## src/rtl/mulc_pkg.sv

```systemverilog
`timescale 1ns/1ps
package mulc_pkg;
  typedef enum logic [2:0] {
    ST_IDLE, ST_LL, ST_HH, ST_LH, ST_HL, ST_CB, ST_CA
  } step_e;

  typedef enum logic [2:0] {
    OP_NONE, OP_WR_LO, OP_WR_HI, OP_ADD_MID, OP_SUB_HI
  } acc_op_e;
endpackage

```

## src/rtl/mulc_umul.sv

```systemverilog
`timescale 1ns/1ps
module mulc_umul #(
  parameter int W = 8
) (
  input  logic [W-1:0]   a_i,
  input  logic [W-1:0]   b_i,
  output logic [2*W-1:0] p_o
);
  assign p_o = (2*W)'(a_i) * (2*W)'(b_i);
endmodule

```

## src/rtl/mulc_lane_add.sv

```systemverilog
`timescale 1ns/1ps
module mulc_lane_add #(
  parameter int W = 8
) (
  input  logic [W-1:0] a_i,
  input  logic [W-1:0] b_i,
  input  logic         ci_i,
  output logic [W-1:0] s_o,
  output logic         co_o
);
  assign {co_o, s_o} = (W+1)'(a_i) + (W+1)'(b_i) + (W+1)'(ci_i);
endmodule

```

## src/rtl/mulc_ctrl.sv

```systemverilog
`timescale 1ns/1ps
module mulc_ctrl
  import mulc_pkg::*;
(
  input  logic  clk_i,
  input  logic  rst_ni,
  input  logic  start_i,
  output step_e step_o,
  output logic  busy_o,
  output logic  load_o,
  output logic  done_o
);
  step_e step_q;
  logic  done_q;

  assign load_o = start_i && (step_q == ST_IDLE);
  assign busy_o = (step_q != ST_IDLE);
  assign step_o = step_q;
  assign done_o = done_q;

  always_ff @(posedge clk_i or negedge rst_ni) begin
    if (!rst_ni) begin
      step_q <= ST_IDLE;
      done_q <= 1'b0;
    end else begin
      done_q <= (step_q == ST_CA);
      case (step_q)
        ST_IDLE: if (start_i) step_q <= ST_LL;
        ST_LL:   step_q <= ST_HH;
        ST_HH:   step_q <= ST_LH;
        ST_LH:   step_q <= ST_HL;
        ST_HL:   step_q <= ST_CB;
        ST_CB:   step_q <= ST_CA;
        ST_CA:   step_q <= ST_IDLE;
        default: step_q <= ST_IDLE;
      endcase
    end
  end
endmodule

```

## src/rtl/mulc_seq_signed_mul.sv

```systemverilog
`timescale 1ns/1ps
module mulc_seq_signed_mul
  import mulc_pkg::*;
#(
  parameter  int LANE_W = 8,
  localparam int OP_W   = 2 * LANE_W,
  localparam int RES_W  = 4 * LANE_W
) (
  input  logic             clk_i,
  input  logic             rst_ni,
  input  logic             start_i,
  input  logic [OP_W-1:0]  a_i,
  input  logic [OP_W-1:0]  b_i,
  output logic             done_o,
  output logic [RES_W-1:0] result_o
);
  localparam int N_LANES  = 4;
  localparam int PP_W     = 2 * LANE_W;
  localparam int MID_LANE = 1;
  localparam int SUB_LANE = N_LANES / 2;

  step_e   step;
  acc_op_e op;
  logic    busy, load;

  logic [OP_W-1:0]   a_q, b_q;
  logic [N_LANES-1:0][LANE_W-1:0] res_q, res_d, add_l, sum_l;
  logic [LANE_W-1:0] mul_a, mul_b;
  logic [PP_W-1:0]   pp;
  logic [OP_W-1:0]   sub_x;
  logic              inj;
  logic [N_LANES-1:0] cin, carry;
  logic              carry_top_unused;

  mulc_ctrl u_ctrl (
    .clk_i  (clk_i),
    .rst_ni (rst_ni),
    .start_i(start_i),
    .step_o (step),
    .busy_o (busy),
    .load_o (load),
    .done_o (done_o)
  );

  // operand lane select for the shared multiplier
  always_comb begin
    unique case (step)
      ST_HH:   begin mul_a = a_q[OP_W-1:LANE_W]; mul_b = b_q[OP_W-1:LANE_W]; end
      ST_LH:   begin mul_a = a_q[LANE_W-1:0];    mul_b = b_q[OP_W-1:LANE_W]; end
      ST_HL:   begin mul_a = a_q[OP_W-1:LANE_W]; mul_b = b_q[LANE_W-1:0];    end
      default: begin mul_a = a_q[LANE_W-1:0];    mul_b = b_q[LANE_W-1:0];    end
    endcase
  end

  mulc_umul #(.W(LANE_W)) u_umul (
    .a_i(mul_a),
    .b_i(mul_b),
    .p_o(pp)
  );

  always_comb begin
    case (step)
      ST_LL:        op = OP_WR_LO;
      ST_HH:        op = OP_WR_HI;
      ST_LH, ST_HL: op = OP_ADD_MID;
      ST_CB:        op = b_q[OP_W-1] ? OP_SUB_HI : OP_NONE;
      ST_CA:        op = a_q[OP_W-1] ? OP_SUB_HI : OP_NONE;
      default:      op = OP_NONE;
    endcase
  end

  assign sub_x = (step == ST_CB) ? a_q : b_q;
  assign inj   = (op == OP_SUB_HI);

  always_comb begin
    add_l = '0;
    if (op == OP_ADD_MID) begin
      add_l[MID_LANE]   = pp[LANE_W-1:0];
      add_l[MID_LANE+1] = pp[PP_W-1:LANE_W];
    end else if (op == OP_SUB_HI) begin
      // two's complement: invert here, +1 injected at SUB_LANE carry-in
      add_l[SUB_LANE]   = ~sub_x[LANE_W-1:0];
      add_l[SUB_LANE+1] = ~sub_x[OP_W-1:LANE_W];
    end
  end

  for (genvar g = 0; g < N_LANES; g++) begin : g_lane
    if (g == 0) begin : g_c0
      assign cin[g] = 1'b0;
    end else if (g == SUB_LANE) begin : g_cs
      assign cin[g] = carry[g-1] | inj;
    end else begin : g_cn
      assign cin[g] = carry[g-1];
    end
    mulc_lane_add #(.W(LANE_W)) u_add (
      .a_i (res_q[g]),
      .b_i (add_l[g]),
      .ci_i(cin[g]),
      .s_o (sum_l[g]),
      .co_o(carry[g])
    );
  end
  assign carry_top_unused = carry[N_LANES-1];

  always_comb begin
    case (op)
      OP_WR_LO:              res_d = {res_q[N_LANES-1:SUB_LANE], pp};
      OP_WR_HI:              res_d = {pp, res_q[SUB_LANE-1:0]};
      OP_ADD_MID, OP_SUB_HI: res_d = sum_l;
      default:               res_d = res_q;
    endcase
  end

  always_ff @(posedge clk_i or negedge rst_ni) begin
    if (!rst_ni) begin
      a_q   <= '0;
      b_q   <= '0;
      res_q <= '0;
    end else begin
      if (load) begin
        a_q <= a_i;
        b_q <= b_i;
      end
      res_q <= res_d;
    end
  end

  assign result_o = res_q;
endmodule

```

## config.mk

```make
export PLATFORM = sky130hd
export DESIGN_NAME = mulc_seq_signed_mul
export DESIGN_NICKNAME = d
export VERILOG_FILES = /design/src/rtl/mulc_pkg.sv /design/src/rtl/mulc_umul.sv /design/src/rtl/mulc_lane_add.sv /design/src/rtl/mulc_ctrl.sv /design/src/rtl/mulc_seq_signed_mul.sv
export SDC_FILE = /design/constraint.sdc
export NUM_CORES = 1
export LEC_CHECK = 0
export BUFFER_PORTS_ARGS = -buffer_cell sky130_fd_sc_hd__clkbuf_2
export CORE_ASPECT_RATIO = 0.9
export CORE_MARGIN = 2
export CORE_UTILIZATION = 56
export DETAILED_ROUTE_END_ITERATION = 7
export HOLD_SLACK_MARGIN = 0.15
export PLACE_DENSITY = 0.79
export REMOVE_ABC_BUFFERS = 1
export SYNTH_ARGS = -nofsm -noshare
export SYNTH_HDL_FRONTEND = slang
export SYNTH_HIERARCHICAL = 1
export SYNTH_SLANG_ARGS = --single-unit
```

## constraint.sdc

```tcl
create_clock -name clk_i -period 8.4 [get_ports clk_i]
set_input_delay 0.84 -clock clk_i [delete_from_list [all_inputs] [get_ports clk_i]]
set_output_delay 0.84 -clock clk_i [all_outputs]
set_load 0.03 [all_outputs]
```

==> flow_summary.ini <==
[sta]
finalSetupViolCount = 0
rsz0062_at_grt = false
finalHoldViolCount = 0
period_share_pct = 96.1
maxSlewViolCount = 0
slew_headroom_pct = 38.6
fin_skew_ns = 0.00579
fin_crit_ns = 8.07
fmax_mhz = 124
tightest_slew_ns = 0.920

[layout]
post-route-util_pct = 63.3
drive_above_1_share_pct = 20.8
synthToLayoutAreaGrowth_pct = 11.0
nets = 1027
n_antenna_cell = 0
layout.cells.non_filler = 1057

[clock_tree]
h-tree-depth = 3
cts_tree = yes
insertion_delay_ns = 0.34
max-clock-path-buffers = 2
cts_sinks = 68
cts_root_buffer = clkbuf_16
hold_buffers = 0
clkTransAtPathRegs_ns = 0.06
cts_buffers = 9

[detailed_routing]
num_vias = 6476
ant_nets = 0
firstDrtPassIters = 5
drt_iter0_markers = 627
drc_errors = 0
wl_um = 20000
wl_per_cell_um = 18.9
post_drt_via_cell_ratio = 6.13

[placement]
placed_cells = 1037
gp_congestion = 0.946
dp_hpwl_um = 14500
io_buffers = 67

[floorplanning]
die_w_um = 127
dieHeight_um = 114
std_cell_rows = 40
io_pins = 68
dieArea_sq_mm = 0.0145
start_util_pct = 57.0
core-area_sq_mm = 0.0133

[synth]
syn_inst = 822
syn_area_per_cell_sq_um = 9.20
synth-warning-count = 6
syn_area_sq_mm = 0.00756

[worst_setup_path]
crit_path_end_kind = flop
arrival_ns = 8.30
critPathMaxStageDelay_ns = 0.51
crit_fanout = 8
path_class = flop to flop
cp.required_ns = 8.63
slowest_stage = fa_1
cp_common_cell = fa_1
startpoint_type = flop

[global_route]
antenna_found_initial = 0
grt.total_usage_pct = 27.8
grt_pass1_vias = 6127
grt_pass1_wl_um = 31900
grt_max_degree = 77
overflow = 0

[outcome]
status = completed

[job]
maxCapViolCount = 0

[hold_path]
min_path_type = flop to flop
[final cells by class]
cell class | count | area, sq um
Timing Repair Buffer | 81 | 440
Clock buffer | 11 | 243
Fill cell | 1107 | 4870
Sequential cell | 68 | 1700
Clock inverter | 5 | 60.1
Multi-Input combinational cell | 644 | 5440
Tap cell | 168 | 210
Inverter | 80 | 300
[final timing paths]
check | startpoint | to | slack (ns) | cells past startpoint
max in group asynchronous | rst_ni | u_ctrl/step_o[2] | 7.04 | 2
setup / recovery | u_ctrl/step_o[1] | result_o[28] | 0.33 | 29
hold / removal | b_q[5] | b_q[5] | 0.54 | 1
hold reg to reg | b_q[5] | b_q[5] | 0.54 | 1
min in group asynchronous | rst_ni | result_o[21] | 0.72 | 2
setup reg to reg | u_ctrl/step_o[1] | result_o[28] | 0.33 | 29
[flip-flops by register name, summed over array words and instances, names as in the netlist]
name / count
b_q: 16
u_ctrl/step_o: 3
a_q: 16
result_o: 32
u_ctrl/done_o: 1
[through the flow]
| stage | cell area [sq um] | worst slack, ns | setup TNS, ns | hold slack [ns] |
|---|---|---|---|---|
| 2_1_floorplan | 7390 | -0.443 | -1.28 | 0.497 |
| 6_report | 8390 | 0.331 | 0 | 0.535 |
| 3_5_place_dp | 8020 | 0.109 | 0 | 0.519 |
| 3_3_place_gp | 8020 | 0.360 | 0 | 0.513 |
| 5_1_grt | 8390 | 0.0113 | 0 | 0.556 |
| 4_1_cts | 8320 | 0.101 | 0 | 0.534 |
[worst max-delay path: cells and delay by family, from the launching register on]
family	cells	cell delay, ns
buf+inv	4	0.39
simple gates	4	0.87
xor+xnor	2	0.48
flops	1	0.39
mux	1	0.40
fa+ha+maj	8	3.51
compound gates	10	1.93
[routing by layer]
layer | global-route usage, % | vias to the layer above | wire, um | part of all wire (%)
li1 | - | 3005 | - | -
met1 | 39.0 | 3144 | 8590 | 43
met2 | 44.0 | 280 | 9160 | 46
met3 | 5.65 | 47 | 1650 | 8.3
met4 | 8.06 | 0 | 556 | 2.8
met5 | 0 | - | 0 | 0
[placed cells by master (no fill, tap or decap), types with 33 or more instances in the layout]
cell and count:
a21oi_1 33, fa_1 42, dfrtp_1 67, and2_1 59, o21ai_0 37, nand2_1 61, clkbuf_2 66, ha_1 63
nor2b_1 36, mux2_2 44, inv_1 75, o211ai_1 36
[repair_timing]
action                                  CTS  global route
buffers inserted                          0             4
endpoints found under the setup margin    0             3
gates resized for setup                   0            12
Power is not shown: default switching activity piles up to over one toggle a cycle in this logic, so the estimate is an artifact.
